$ cat config.mk
export PLATFORM = sky130hd
export DESIGN_NAME = line_split_unit
export DESIGN_NICKNAME = d
export VERILOG_FILES = /design/src/rtl/line_split_unit.sv
export SDC_FILE = /design/constraint.sdc
export NUM_CORES = 1
export LEC_CHECK = 0
export ABC_CLOCK_PERIOD_IN_PS = 10500
export BUFFER_PORTS_ARGS = -buffer_cell sky130_fd_sc_hd__buf_4
export CORE_MARGIN = 5
export CORE_UTILIZATION = 58
export CTS_CLUSTER_DIAMETER = 100
export DETAILED_ROUTE_END_ITERATION = 8
export HOLD_SLACK_MARGIN = 0.15
export PLACE_DENSITY = 0.87
export SKIP_LAST_GASP = 1
export SYNTH_ARGS = -nofsm -noshare
export SYNTH_HDL_FRONTEND = slang
export SYNTH_SLANG_ARGS = --single-unit
export TNS_END_PERCENT = 30
$ cat constraint.sdc
create_clock -name clk -period 10.5 [get_ports clk]
set_input_delay 0 -clock clk [delete_from_list [all_inputs] [get_ports clk]]
set_output_delay 0 -clock clk [all_outputs]
set_load 0.01 [all_outputs]
$ cat src/rtl/line_split_unit.sv
module line_split_unit #(
  parameter int ADDR_W     = 16,
  parameter int LINE_BYTES = 16,
  parameter int MAX_BYTES  = 8,
  parameter int FLAG_W     = 4,
  localparam int SIZE_W    = $clog2(MAX_BYTES + 1),
  localparam int DATA_W    = 8 * MAX_BYTES
) (
  input  logic              clk,
  input  logic              rst_n,
  input  logic              req_valid,
  output logic              req_ready,
  input  logic [ADDR_W-1:0] req_addr,
  input  logic [SIZE_W-1:0] req_size,
  input  logic              req_write,
  input  logic [DATA_W-1:0] req_wdata,
  input  logic [FLAG_W-1:0] req_flags,
  output logic              mem_valid,
  input  logic              mem_ready,
  output logic [ADDR_W-1:0] mem_addr,
  output logic [SIZE_W-1:0] mem_size,
  output logic              mem_write,
  output logic [DATA_W-1:0] mem_wdata,
  output logic [FLAG_W-1:0] mem_flags,
  input  logic              mem_resp,
  input  logic [DATA_W-1:0] mem_rdata,
  output logic              done_valid,
  output logic [DATA_W-1:0] done_rdata,
  output logic              done_split
);
  localparam logic [ADDR_W-1:0] OFF_MASK = ADDR_W'(LINE_BYTES - 1);

  typedef enum logic [1:0] {ST_IDLE, ST_ISSUE, ST_WAIT} st_t;
  st_t st_q;

  logic [ADDR_W-1:0] lo_addr_q, hi_addr_q;
  logic [SIZE_W-1:0] tot_q, lo_size_q;
  logic              wr_q, two_q, done_q;
  logic [1:0]        cnt_q;
  logic [DATA_W-1:0] wd_q, buf_q;
  logic [FLAG_W-1:0] flags_q;

  logic [ADDR_W-1:0] last_byte, bnd;
  logic              crosses;
  assign last_byte = req_addr + ADDR_W'(req_size) - ADDR_W'(1);
  assign bnd       = last_byte & ~OFF_MASK;
  assign crosses   = bnd > req_addr;

  logic              on_hi;
  logic [SIZE_W-1:0] lane_off;
  logic [DATA_W-1:0] rd_shift;
  logic [MAX_BYTES-1:0] lane_en;
  logic              last_part;

  assign on_hi     = cnt_q != 2'd0;
  assign lane_off  = on_hi ? lo_size_q : '0;
  assign mem_valid = st_q == ST_ISSUE;
  assign mem_addr  = on_hi ? hi_addr_q : lo_addr_q;
  assign mem_size  = on_hi ? tot_q - lo_size_q : lo_size_q;
  assign mem_write = wr_q;
  assign mem_flags = flags_q;
  assign mem_wdata = wd_q >> {lane_off, 3'b000};
  assign rd_shift  = mem_rdata << {lane_off, 3'b000};
  assign last_part = (cnt_q + 2'd1) == (two_q ? 2'd2 : 2'd1);

  for (genvar k = 0; k < MAX_BYTES; k++) begin : g_lane
    assign lane_en[k] = (k >= int'(lane_off)) && (k < int'(lane_off) + int'(mem_size));
  end

  assign req_ready  = st_q == ST_IDLE;
  assign done_valid = done_q;
  assign done_rdata = buf_q;
  assign done_split = two_q;

  always_ff @(posedge clk or negedge rst_n) begin
    if (!rst_n) begin
      st_q      <= ST_IDLE;
      lo_addr_q <= '0;
      hi_addr_q <= '0;
      tot_q     <= '0;
      lo_size_q <= '0;
      wr_q      <= 1'b0;
      two_q     <= 1'b0;
      done_q    <= 1'b0;
      cnt_q     <= '0;
      wd_q      <= '0;
      buf_q     <= '0;
      flags_q   <= '0;
    end else begin
      done_q <= 1'b0;
      unique case (st_q)
        ST_IDLE: if (req_valid) begin
          lo_addr_q <= req_addr;
          hi_addr_q <= bnd;
          tot_q     <= req_size;
          lo_size_q <= crosses ? SIZE_W'(bnd - req_addr) : req_size;
          two_q     <= crosses;
          wr_q      <= req_write;
          wd_q      <= req_wdata;
          flags_q   <= req_flags;
          buf_q     <= '0;
          cnt_q     <= '0;
          st_q      <= ST_ISSUE;
        end
        ST_ISSUE: if (mem_ready) st_q <= ST_WAIT;
        ST_WAIT: if (mem_resp) begin
          if (!wr_q) begin
            for (int k = 0; k < MAX_BYTES; k++)
              if (lane_en[k]) buf_q[k*8 +: 8] <= rd_shift[k*8 +: 8];
          end
          cnt_q <= cnt_q + 2'd1;
          if (last_part) begin
            done_q <= 1'b1;
            st_q   <= ST_IDLE;
          end else begin
            st_q   <= ST_ISSUE;
          end
        end
        default: st_q <= ST_IDLE;
      endcase
    end
  end
endmodule


### After elaboration in Yosys (flattened, before gate mapping)

Cells that the tools add are included.

| word-level totals | value |
|---|---|
| register bits after elaboration | 175 |
| bits of input ports | 158 |
| word-level logic and storage cells | 109 |

| cells by class | value |
|---|---|
| add/sub/neg operators | 6 |
| magnitude comparators | 17 |
| equal/unequal tests | 15 |
| shift-type cells | 2 |
| mux-type cells | 28 |
| reductions and logical operators | 22 |

Operators by type and width:

| cell | count |
|---|---|
| 2-to-1 mux 64 bit | 3 |
| case mux 64 bit (2 select lines) | 1 |
| < comparator 4 x 32 -> 1 bit (first input constant) | 3 |
| < comparator 3 x 32 -> 1 bit (first input constant) | 2 |
| 2-to-1 mux 8 bit | 8 |
| << shifter 64 x 7 -> 64 bit | 1 |
| >> shifter 64 x 7 -> 64 bit | 1 |
| AND reduction 5 bit | 8 |
| < comparator 1 x 32 -> 1 bit (first input constant) | 1 |
| < comparator 2 x 32 -> 1 bit (first input constant) | 1 |
| != test 2 bit (second input constant) | 11 |
| adder 16 x 4 -> 16 bit | 1 |
| greater-or-equal comparator 3 x 4 -> 1 bit (first input constant) | 4 |
| > comparator 16 bit | 1 |
| 2-to-1 mux 16 bit | 1 |
| subtractor 16 x 1 -> 16 bit (second input constant) | 1 |
| 2-to-1 mux 2 bit | 6 |
| 2-to-1 mux 4 bit | 3 |
| greater-or-equal comparator 1 x 4 -> 1 bit (first input constant) | 2 |
| greater-or-equal comparator 2 x 4 -> 1 bit (first input constant) | 2 |
| logical AND 1 bit | 8 |
| case mux 2 bit (3 select lines) | 1 |
| AND reduction 3 bit | 2 |
| adder 4 x 4 -> 5 bit | 1 |
| other kinds (13) | 17 |

### Depth between registers and ports, before layout

Gate-level depths: netlist of the first run.

| logic depth | value |
|---|---|
| word-level depth | 9 |
| depth in mapped cells | 17 |

### Worst setup path before layout of the first run

OpenSTA, ideal clock, no wires.

| timing path | value |
|---|---|
| path kind | flip-flop to flip-flop |
| start point | register cnt_q[0] |
| end point | register buf_q[10], in the netlist done_rdata[10] |
| arrival time | 3.295 ns |
| required time | 10.374 ns |
| setup slack | 7.079 ns |
| cell stages (with the launch flop) | 17 |
| path buffers | 5 |
| clock period less this slack | 3.421 ns |
| path through | dfrtp_1 inv_1 ha_1 nor2b_4 buf_4 buf_4 buf_4 buf_2 nand2_1 fa_1 nand2b_1 nand3b_1 a31oi_1 o211a_2 a311o_1 clkbuf_1 o2bb2ai_1 |

| between the ends | value |
|---|---|
| cells in the longest elaborated chain, start to end | 7 |

RTL lines:

| what | line | RTL |
|---|---|---|
| start: declaration | 39 | `logic [1:0] cnt_q;` |
| start signal: assignment | 111 | `cnt_q <= cnt_q + 2'd1;` |
| nonzero test 2 bit (*) | 55 | `assign on_hi = cnt_q != 2'd0;` |
| 2-to-1 mux 4 bit (on tied branches) | 56, 59 |  |
| adder 4 x 4 -> 5 bit / << shifter 64 x 7 -> 64 bit (equally long branches) | 67, 63 |  |
| < comparator 2 x 32 -> 1 bit / 2-to-1 mux 8 bit (equally long branches) | 67, 109 |  |
| logical AND 1 bit / 2-to-1 mux 64 bit (equally long branches) | 67, 107 |  |
| != test 2 bit (no line) / 2-to-1 mux 64 bit (equally long branches) | -- |  |
| AND reduction 5 bit (no line) / case mux 64 bit (2 select lines) (equally long branches) | -- |  |
| end signal: indexed assignment | 109 | `if (lane_en[k]) buf_q[k*8 +: 8] <= rd_shift[k*8 +: 8];` |
| end: declaration | 40 | `logic [DATA_W-1:0] wd_q, buf_q;` |

Mark *: on every way between the ends. The rest lies on a longest branch, timed or not. The select of a mux whose other input is x is not followed.
A chain may end at the register's enable or synchronous reset.

### Worst setup path in the final report of the first run

| timing path | value |
|---|---|
| start point | input port req_addr[2] |
| end point | register lo_size_q[0] |

| between the ends | value |
|---|---|
| cells in the longest elaborated chain, start to end | 4 |

RTL lines:

| what | line | RTL |
|---|---|---|
| start: declaration | 13 | `input logic [ADDR_W-1:0] req_addr,` |
| adder 16 x 4 -> 16 bit | 45 | `assign last_byte = req_addr + ADDR_W'(req_size) - ADDR_W'(1);` |
| subtractor 16 x 1 -> 16 bit | 45 |  |
| named net last_byte[15] | 43 | `logic [ADDR_W-1:0] last_byte, bnd;` |
| > comparator 16 bit | 47 | `assign crosses = bnd > req_addr;` |
| 2-to-1 mux 4 bit | 96 | `lo_size_q <= crosses ? SIZE_W'(bnd - req_addr) : req_size;` |
| end signal: assignment | 96 |  |
| end: declaration | 37 | `logic [SIZE_W-1:0] tot_q, lo_size_q;` |

The timed path passes the listed nets, and every way through them passes these cells.

==> load_flow_metrics.sql, run 1 <==
INSERT INTO impl_metrics (metric_group, metric, value, unit) VALUES
('setup_path', 'cp_max_fo', '9', ''),
('clock_network', 'clk_transition_reported_paths', '0.07', 'ns'),
('yosys', 'synthFlopType', 'dfrtp_1', ''),
('layout', 'synthToLayoutAreaGrowth', '40.21', '%'),
('timing', 'grt_setup_unrepaired', 'no', ''),
('pwr', 'power.share.clock', '13.5', '%'),
('drt', 'wl', '46390', 'um'),
('setup_path', 'timing.setup.critical_path_class', 'in2reg', ''),
('drt', 'drc_errors', '0', ''),
('drt', 'drt-initial-drc-count', '1432', ''),
('yosys', 'synth-seq-area-share', '37.38', '%'),
('timing', 'tightestPinTransition', '1.363', 'ns'),
('setup_path', 'max_stage_delay', '0.83', 'ns'),
('floorplanning', 'placeableCoreArea', '20040', 'um2'),
('setup_path', 'endpoint_class_of_the_critical_path', 'flop', ''),
('floorplanning', 'std_cell_rows', '52', ''),
('pwr', 'p_sw_share', '45.68', '%'),
('pwr', 'power.internal', '0.002858', 'W'),
('setup_path', 'timing.critical_path.cells', 'dlygate4sd3_1 -> buf_4 -> inv_1 -> ha_1 -> inv_1 -> ha_1 -> nor2b_1 -> a211o_1 -> a21oi_1 -> o31ai_1 -> a21boi_0 -> xnor2_1 -> ha_1 -> nand4_1 -> nor2_1 -> a221oi_1 -> o21ai_1 -> mux2_2 -> o211ai_1', ''),
('drt', 'dr_pass1_iterations', '7', ''),
('outcome', 'status', 'finished, final reports clean', ''),
('floorplanning', 'die-area', '23140', 'um2'),
('pwr', 'leakagePower', '7.981', 'nW'),
('yosys', 'synth.net_count', '1488', ''),
('global_route', 'grt_max_degree', '89', ''),
('setup_path', 'crit_path_start_kind', 'input port', ''),
('setup_path', 'critPathArrivalTime', '4.70', 'ns'),
('global_route', 'groute.usage.overall', '39.05', '%'),
('pwr', 'p_switching', '0.002404', 'W'),
('job', 'drv.max_cap_violation_count', '0', ''),
('timing', 'finClkSkew', '0.01348', 'ns'),
('yosys', 'synth.largest_area_cell', 'dfrtp_1', ''),
('clock_network', 'clock_tree.buffer_depth', '2', ''),
('pwr', 'vdd_ir_drop_max', '0.0002489', 'V'),
('timing', 'final-setup-viol-count', '0', ''),
('clock_network', 'cts.repair_timing.setup_buffer_count', '0', ''),
('yosys', 'yosys_warnings', '0', ''),
('timing', 'final_max_slew_viol_count', '0', ''),
('clock_network', 'htree_num_levels', '4', ''),
('yosys', 'number_of_synthesized_flops_with_an_enable_pin', '0', ''),
('yosys', 'syn-cell-area', '11720', 'um2'),
('timing', 'hold_ws', '0.1635', 'ns'),
('placement', 'post_dp_hpwl', '31020', 'um'),
('yosys', 'synthesized_area_per_cell', '9.068', 'um2'),
('yosys', 'syn_inst', '1292', ''),
('yosys', 'async_flop_share', '100.0', '%'),
('setup_path', 'worst_path_max_delay_cell', 'o31ai_1', ''),
('floorplanning', 'fp.dieW', '152.1', 'um'),
('drt', 'routed_via_density', '6.298', ''),
('pwr', 'combinationalPowerShare', '62.2', '%'),
('layout', 'drive_above_1_share', '26.05', '%'),
('yosys', 'yosys_register_bits', '175', ''),
('drt', 'via_count', '12610', ''),
('yosys', 'synth.top_cell.area_share', '37.38', '%'),
('pwr', 'p_per_area', '320.3', 'nW/um2'),
('yosys', 'yosys-top-cells-area', 'dfrtp_1 37%, nand2_1 12%, mux2i_1 8.3%, mux4_2 6.5%, mux2_2 3.9%', ''),
('setup_path', 'worst_path_most_repeated_cell', 'ha_1', ''),
('setup_path', 'worst-endpoint-required', '10.84', 'ns'),
('yosys', 'yosysUniqueCellTypes', '66', ''),
('clock_network', 'inserted_clock_buffers', '17', ''),
('timing', 'final-hold-violation-count', '0', ''),
('timing', 'maxClockFrequency', '229.2', 'MHz'),
('drt', 'antenna_left', '0', ''),
('global_route', 'grt_residual_overflow', '0', ''),
('timing', 'finalCritPeriodShare', '41.54', '%'),
('floorplanning', 'dieHeight', '152.1', 'um'),
('global_route', 'antenna_violations_before_repair', '2', ''),
('global_route', 'grt_pass1_wl', '72380', 'um'),
('layout', 'final_net_count', '1914', ''),
('worst_hold_path', 'hold_path_class', 'in2reg', ''),
('floorplanning', 'boundaryPins', '315', '');
## cells by family after synthesis
| family | synth area share (%) |
|---|---|
| adders and majority gates | 4.186 |
| xor gates and xnor gates | 1.538 |
| DFF | 37.38 |
| muxes | 18.76 |
| and+or+nand+nor | 18.91 |
| buffers and inverters | 4.443 |
| AOI/OAI and AO/OA | 14.78 |
## placed cells by master, fill, tap and decap left out, drive strengths merged, types with 12 or more instances in the layout
cell / netlist / final
o2bb2ai: 24 / 24
a21o: 12 / 12
a22oi: 22 / 22
dlygate4sd3: 0 / 160
nand3: 17 / 17
o21ai: 54 / 54
mux4: 34 / 34
a21oi: 34 / 34
mux2: 41 / 41
ha: 36 / 36
nor2: 65 / 65
mux2i: 97 / 97
and2: 16 / 16
clkbuf: 47 / 18
xnor2: 12 / 12
nand2: 365 / 365
inv: 38 / 43
buf: 35 / 329
dfrtp: 175 / 175
nor2b: 13 / 13
a22o: 21 / 21
## worst paths after layout
check                                    from             end  slack (ns)  cells after the start
min in group asynchronous               rst_n      done_valid        0.62                      3
worst max-delay path              req_addr[2]    lo_size_q[0]        6.14                     19
worst max register to register       cnt_q[0]  done_rdata[41]        6.24                     12
worst min-delay path            mem_rdata[53]  done_rdata[53]        0.16                      4
worst min register to register   lo_addr_q[0]    lo_addr_q[0]        0.48                      2
max in group asynchronous               rst_n  done_rdata[43]        8.41                      4
## registers in the layout (all words and copies together), names as in the netlist, 2 cells and up
signal / count
wd_q: 64
lo_size_q: 4
lo_addr_q: 16
done_rdata: 64
st_q: 2
tot_q: 4
mem_flags: 4
cnt_q: 2
hi_addr_q: 12
## routing by layer
metal | vias to the layer above | global-route usage, % | share of wire [%]
li1 | 5428 | - | -
met1 | 5978 | 46.24 | 36
met2 | 969 | 64.61 | 47
met3 | 233 | 11.42 | 11
met4 | 0 | 20.55 | 6.6
met5 | - | 0 | 0
## power by group through the flow
stage / Sequential (W) / Combinational (W) / Clock [W]
6_report: 0.00128 / 0.00328 / 0.000708
5_1_grt: 0.00130 / 0.00348 / 0.000739
4_1_cts: 0.00125 / 0.00318 / 0.000705
3_5_place_dp: 0.00126 / 0.00305 / 0
3_3_place_gp: 0.00125 / 0.00300 / 0
2_1_floorplan: 0.00119 / 0.00187 / 0
## through the flow
step                instances  cell area, um2  util (%)  power, W  setup WS (ns)
floorplan                1292           11720         -  0.003060          7.079
global placement         1808           14170     70.70  0.004245          6.692
detailed placement       1808           14170     70.70  0.004310          6.394
CTS                      1999           16400     81.86  0.005132          6.289
global route             2002           16430     81.97  0.005520          5.800
finish                   2002           16430     81.97  0.005262          6.138
## timing repair
item | in CTS | in global routing
hold endpoints to repair | 207 | 1
hold buffers | 159 | 1
gates resized for setup | 0 | 0
setup endpoints to repair | 0 | 0
## cell usage after synthesis (7+ instances only)
library cell	number
and2_1	16
a22oi_1	22
buf_4	7
and3_1	11
a21oi_1	34
buf_1	8
nor2_1	65
nand2_1	365
nand2b_1	9
a21o_1	12
buf_2	17
mux2i_1	97
o21ai_0	51
xnor2_1	12
o221ai_1	8
clkbuf_1	47
mux4_2	34
a22o_1	21
o2bb2ai_1	24
ha_1	36
inv_1	36
a32oi_1	10
mux2_2	41
nor2b_1	12
nor3_1	10
a31oi_1	11
dfrtp_1	175
nand3_1	17
## worst max-delay path: cells and delay by family
kind	cells	cell delay, ns
muxes	1	0.39
adders and majority gates	3	0.87
and+or+nand+nor	3	0.49
buffers and inverters	4	0.75
xor gates and xnor gates	1	0.20
AOI/OAI and AO/OA	7	1.97
## cell type report
cell class                      instances  area, um2
Sequential cell                       175       4379
Antenna cell                            1      2.502
Inverter                               38      142.6
Tap cell                              270      337.8
Timing Repair Buffer                  489       4079
Clock inverter                         14      203.9
Fill cell                            1179       3612
Multi-Input combinational cell        997       6843
Clock buffer                           18      439.2
(Power assumes the default switching activity.)
==> inputs of run 2 (changes only) <==
- ABC_CLOCK_PERIOD_IN_PS: 10500 -> 3800
- CORE_UTILIZATION: 58 -> 49
- PLACE_DENSITY: 0.87 -> 0.78
- clock period: 10.5 -> 3.8 ns (I/O delays scaled with it)
==> run 2 against run 1 <==
First-iteration DRC count down 20%. Count of clock-buffer cells in the layout up 1. Global-route usage down 6.0 points.
==> load_flow_metrics.sql, run 2 (synthesized netlist as in run 1, its figures left out) <==
INSERT INTO impl_metrics (metric_group, metric, value, unit) VALUES
('pwr', 'leakagePower', '8.056', 'nW'),
('layout', 'synthToLayoutAreaGrowth', '41.90', '%'),
('timing', 'final-setup-viol-count', '0', ''),
('floorplanning', 'fp.dieW', '164.6', 'um'),
('job', 'drv.max_cap_violation_count', '0', ''),
('placement', 'pre_cts_setup_slack', '0.1751', 'ns'),
('setup_path', 'crit_path_start_kind', 'flop', ''),
('placement', 'globalplace.congestion', '1.003', ''),
('clock_network', 'worst_skew_pair.late_latency', '0.45', 'ns'),
('setup_path', 'worst-endpoint-required', '4.13', 'ns'),
('clock_network', 'inserted_clock_buffers', '17', ''),
('drt', 'antenna_left', '0', ''),
('global_route', 'grt_max_degree', '106', ''),
('clock_network', 'clk_transition_reported_paths', '0.07', 'ns'),
('outcome', 'status', 'finished, final reports clean', ''),
('timing', 'final-hold-violation-count', '0', ''),
('timing', 'tightestPinTransition', '1.052', 'ns'),
('pwr', 'fin_total_pwr', '0.01428', 'W'),
('global_route', 'first_global_vias', '12560', ''),
('layout', 'drive_above_1_share', '26.85', '%'),
('setup_path', 'endpoint_class_of_the_critical_path', 'flop', ''),
('timing', 'timing.max_slew.rel_slack', '29.72', '%'),
('drt', 'routed_via_density', '5.905', ''),
('setup_path', 'critPathArrivalTime', '3.99', 'ns'),
('floorplanning', 'start_util', '49.77', '%'),
('timing', 'finClkSkew', '0.01199', 'ns'),
('drt', 'drc_errors', '0', ''),
('global_route', 'antenna_violations_before_repair', '2', ''),
('layout', 'layout.cells.most_common', 'nand2_1', ''),
('drt', 'via_count', '12250', ''),
('clock_network', 'clock_sinks', '175', ''),
('floorplanning', 'boundaryPins', '315', ''),
('placement', 'post_dp_hpwl', '31670', 'um'),
('floorplanning', 'dieHeight', '164.6', 'um'),
('floorplanning', 'placeableCoreArea', '23540', 'um2'),
('setup_path', 'cp_max_fo', '20', ''),
('floorplanning', 'std_cell_rows', '56', ''),
('layout', 'layout.filler_cells', '1758', ''),
('worst_hold_path', 'hold_path_class', 'in2reg', ''),
('layout', 'final_net_count', '1937', ''),
('timing', 'final_max_slew_viol_count', '0', ''),
('timing', 'period_minus_slack', '3.659', 'ns'),
('clock_network', 'htree_num_levels', '4', ''),
('drt', 'drt-initial-drc-count', '1139', ''),
('clock_network', 'clock_tree.buffer_depth', '2', ''),
('global_route', 'grt_residual_overflow', '0', ''),
('clock_network', 'clockRootBuffer', 'clkbuf_16', ''),
('placement', 'buffer_ports.inserted', '314', ''),
('layout', 'mostFrequentLayoutCells', '364 x nand2_1, 342 x buf_4, 175 x dfrtp_1', ''),
('timing', 'finalCritPeriodShare', '96.29', '%'),
('layout', 'multi_input_area', '6859', 'um2'),
('clock_network', 'clock_tree_from_tritoncts', 'yes', ''),
('drt', 'dr_pass1_iterations', '5', ''),
('timing', 'timing.final.ws_setup', '0.1411', 'ns'),
('pwr', 'p_per_area', '858.8', 'nW/um2'),
('setup_path', 'timing.setup.critical_path_class', 'reg2reg', ''),
('drt', 'wl', '45460', 'um'),
('global_route', 'groute.usage.overall', '33.06', '%'),
('layout', 'ff_latch_area', '4379', 'um2'),
('floorplanning', 'die-area', '27100', 'um2'),
('timing', 'grt_setup_unrepaired', 'yes', ''),
('pwr', 'vdd_ir_drop_max', '0.0005831', 'V'),
('drt', 'routedWlPerCell', '21.91', 'um'),
('global_route', 'grt_pass1_wl', '69350', 'um'),
('timing', 'maxClockFrequency', '273.3', 'MHz');
run 2: cell count changes in the layout (fill, tap and decap cells not counted), moves of 2 or more:
cell           delta
buf_12            +2
dlygate4sd3_1     +6
bufinv_16         -4
buf_4            +15
run 2: repair_timing:
action                     CTS  global route
setup endpoints to repair    0             8
buffers inserted             0             2
hold buffers               166             0
gates resized for setup      0             6
hold endpoints to repair   254             0
run 2: where the power goes:
group / switching [W] / total (W) / internal (W)
combinational: 0.00491 / 0.00910 / 0.00419
sequential: 0.000796 / 0.00347 / 0.00267
clock: 0.000838 / 0.00171 / 0.000872
total: 0.00655 / 0.0143 / 0.00773
run 2: final timing paths:
kind	from	end	cells past startpoint	slack [ns]
max	cnt_q[0]	done_rdata[60]	10	0.14
min	mem_rdata[29]	done_rdata[53]	4	0.16
max reg2reg	cnt_q[0]	done_rdata[60]	10	0.14
min reg2reg	mem_flags[3]	mem_flags[3]	2	0.48
max in group asynchronous	rst_n	wd_q[23]	3	2.59
min in group asynchronous	rst_n	done_rdata[2]	2	0.26
run 2: layer usage:
layer  GRT usage, %  up-vias  share of wire (%)
met5              0        -                  0
met2          55.12      751                 48
met1          40.70     5890                 38
met4          16.52        0                4.9
met3          7.038      144                9.2
li1               -     5468                  -
run 2: critical path, cell delays in order, from the launching register on:
cell	delay (ns)
dfrtp_1	0.41
inv_1	0.08
ha_2	0.45
nand2b_2	0.53
buf_4	0.34
nand3_1	0.10
dlygate4sd3_1	0.57
a32oi_1	0.18
dlygate4sd3_1	0.57
nor2_1	0.04
mux2_2	0.27
run 2: final cells by class:
cell class	instances	area share, %
clock buffer	19	2.664
antenna	2	0.03010
tap	319	2.401
multi-input combinational	997	41.26
inverter	38	0.8579
clock inverter	13	0.6397
timing repair buffer	512	25.81
sequential	175	26.34
run 2: per-stage QoR:
step / utilization (%) / TNS, ns / instance area, um2 / hold slack (ns) / std cells
finish: 70.62 / 0 / 16630 / 0.1648 / 2075
global route: 70.61 / -0.08304 / 16620 / 0.1697 / 2074
CTS: 70.45 / 0 / 16590 / 0.1506 / 2071
detailed placement: 61.06 / 0 / 14380 / 0.1922 / 1873
global placement: 61.06 / 0 / 14380 / 0.1917 / 1873
floorplan: - / 0 / 11720 / -0.2956 / 1292
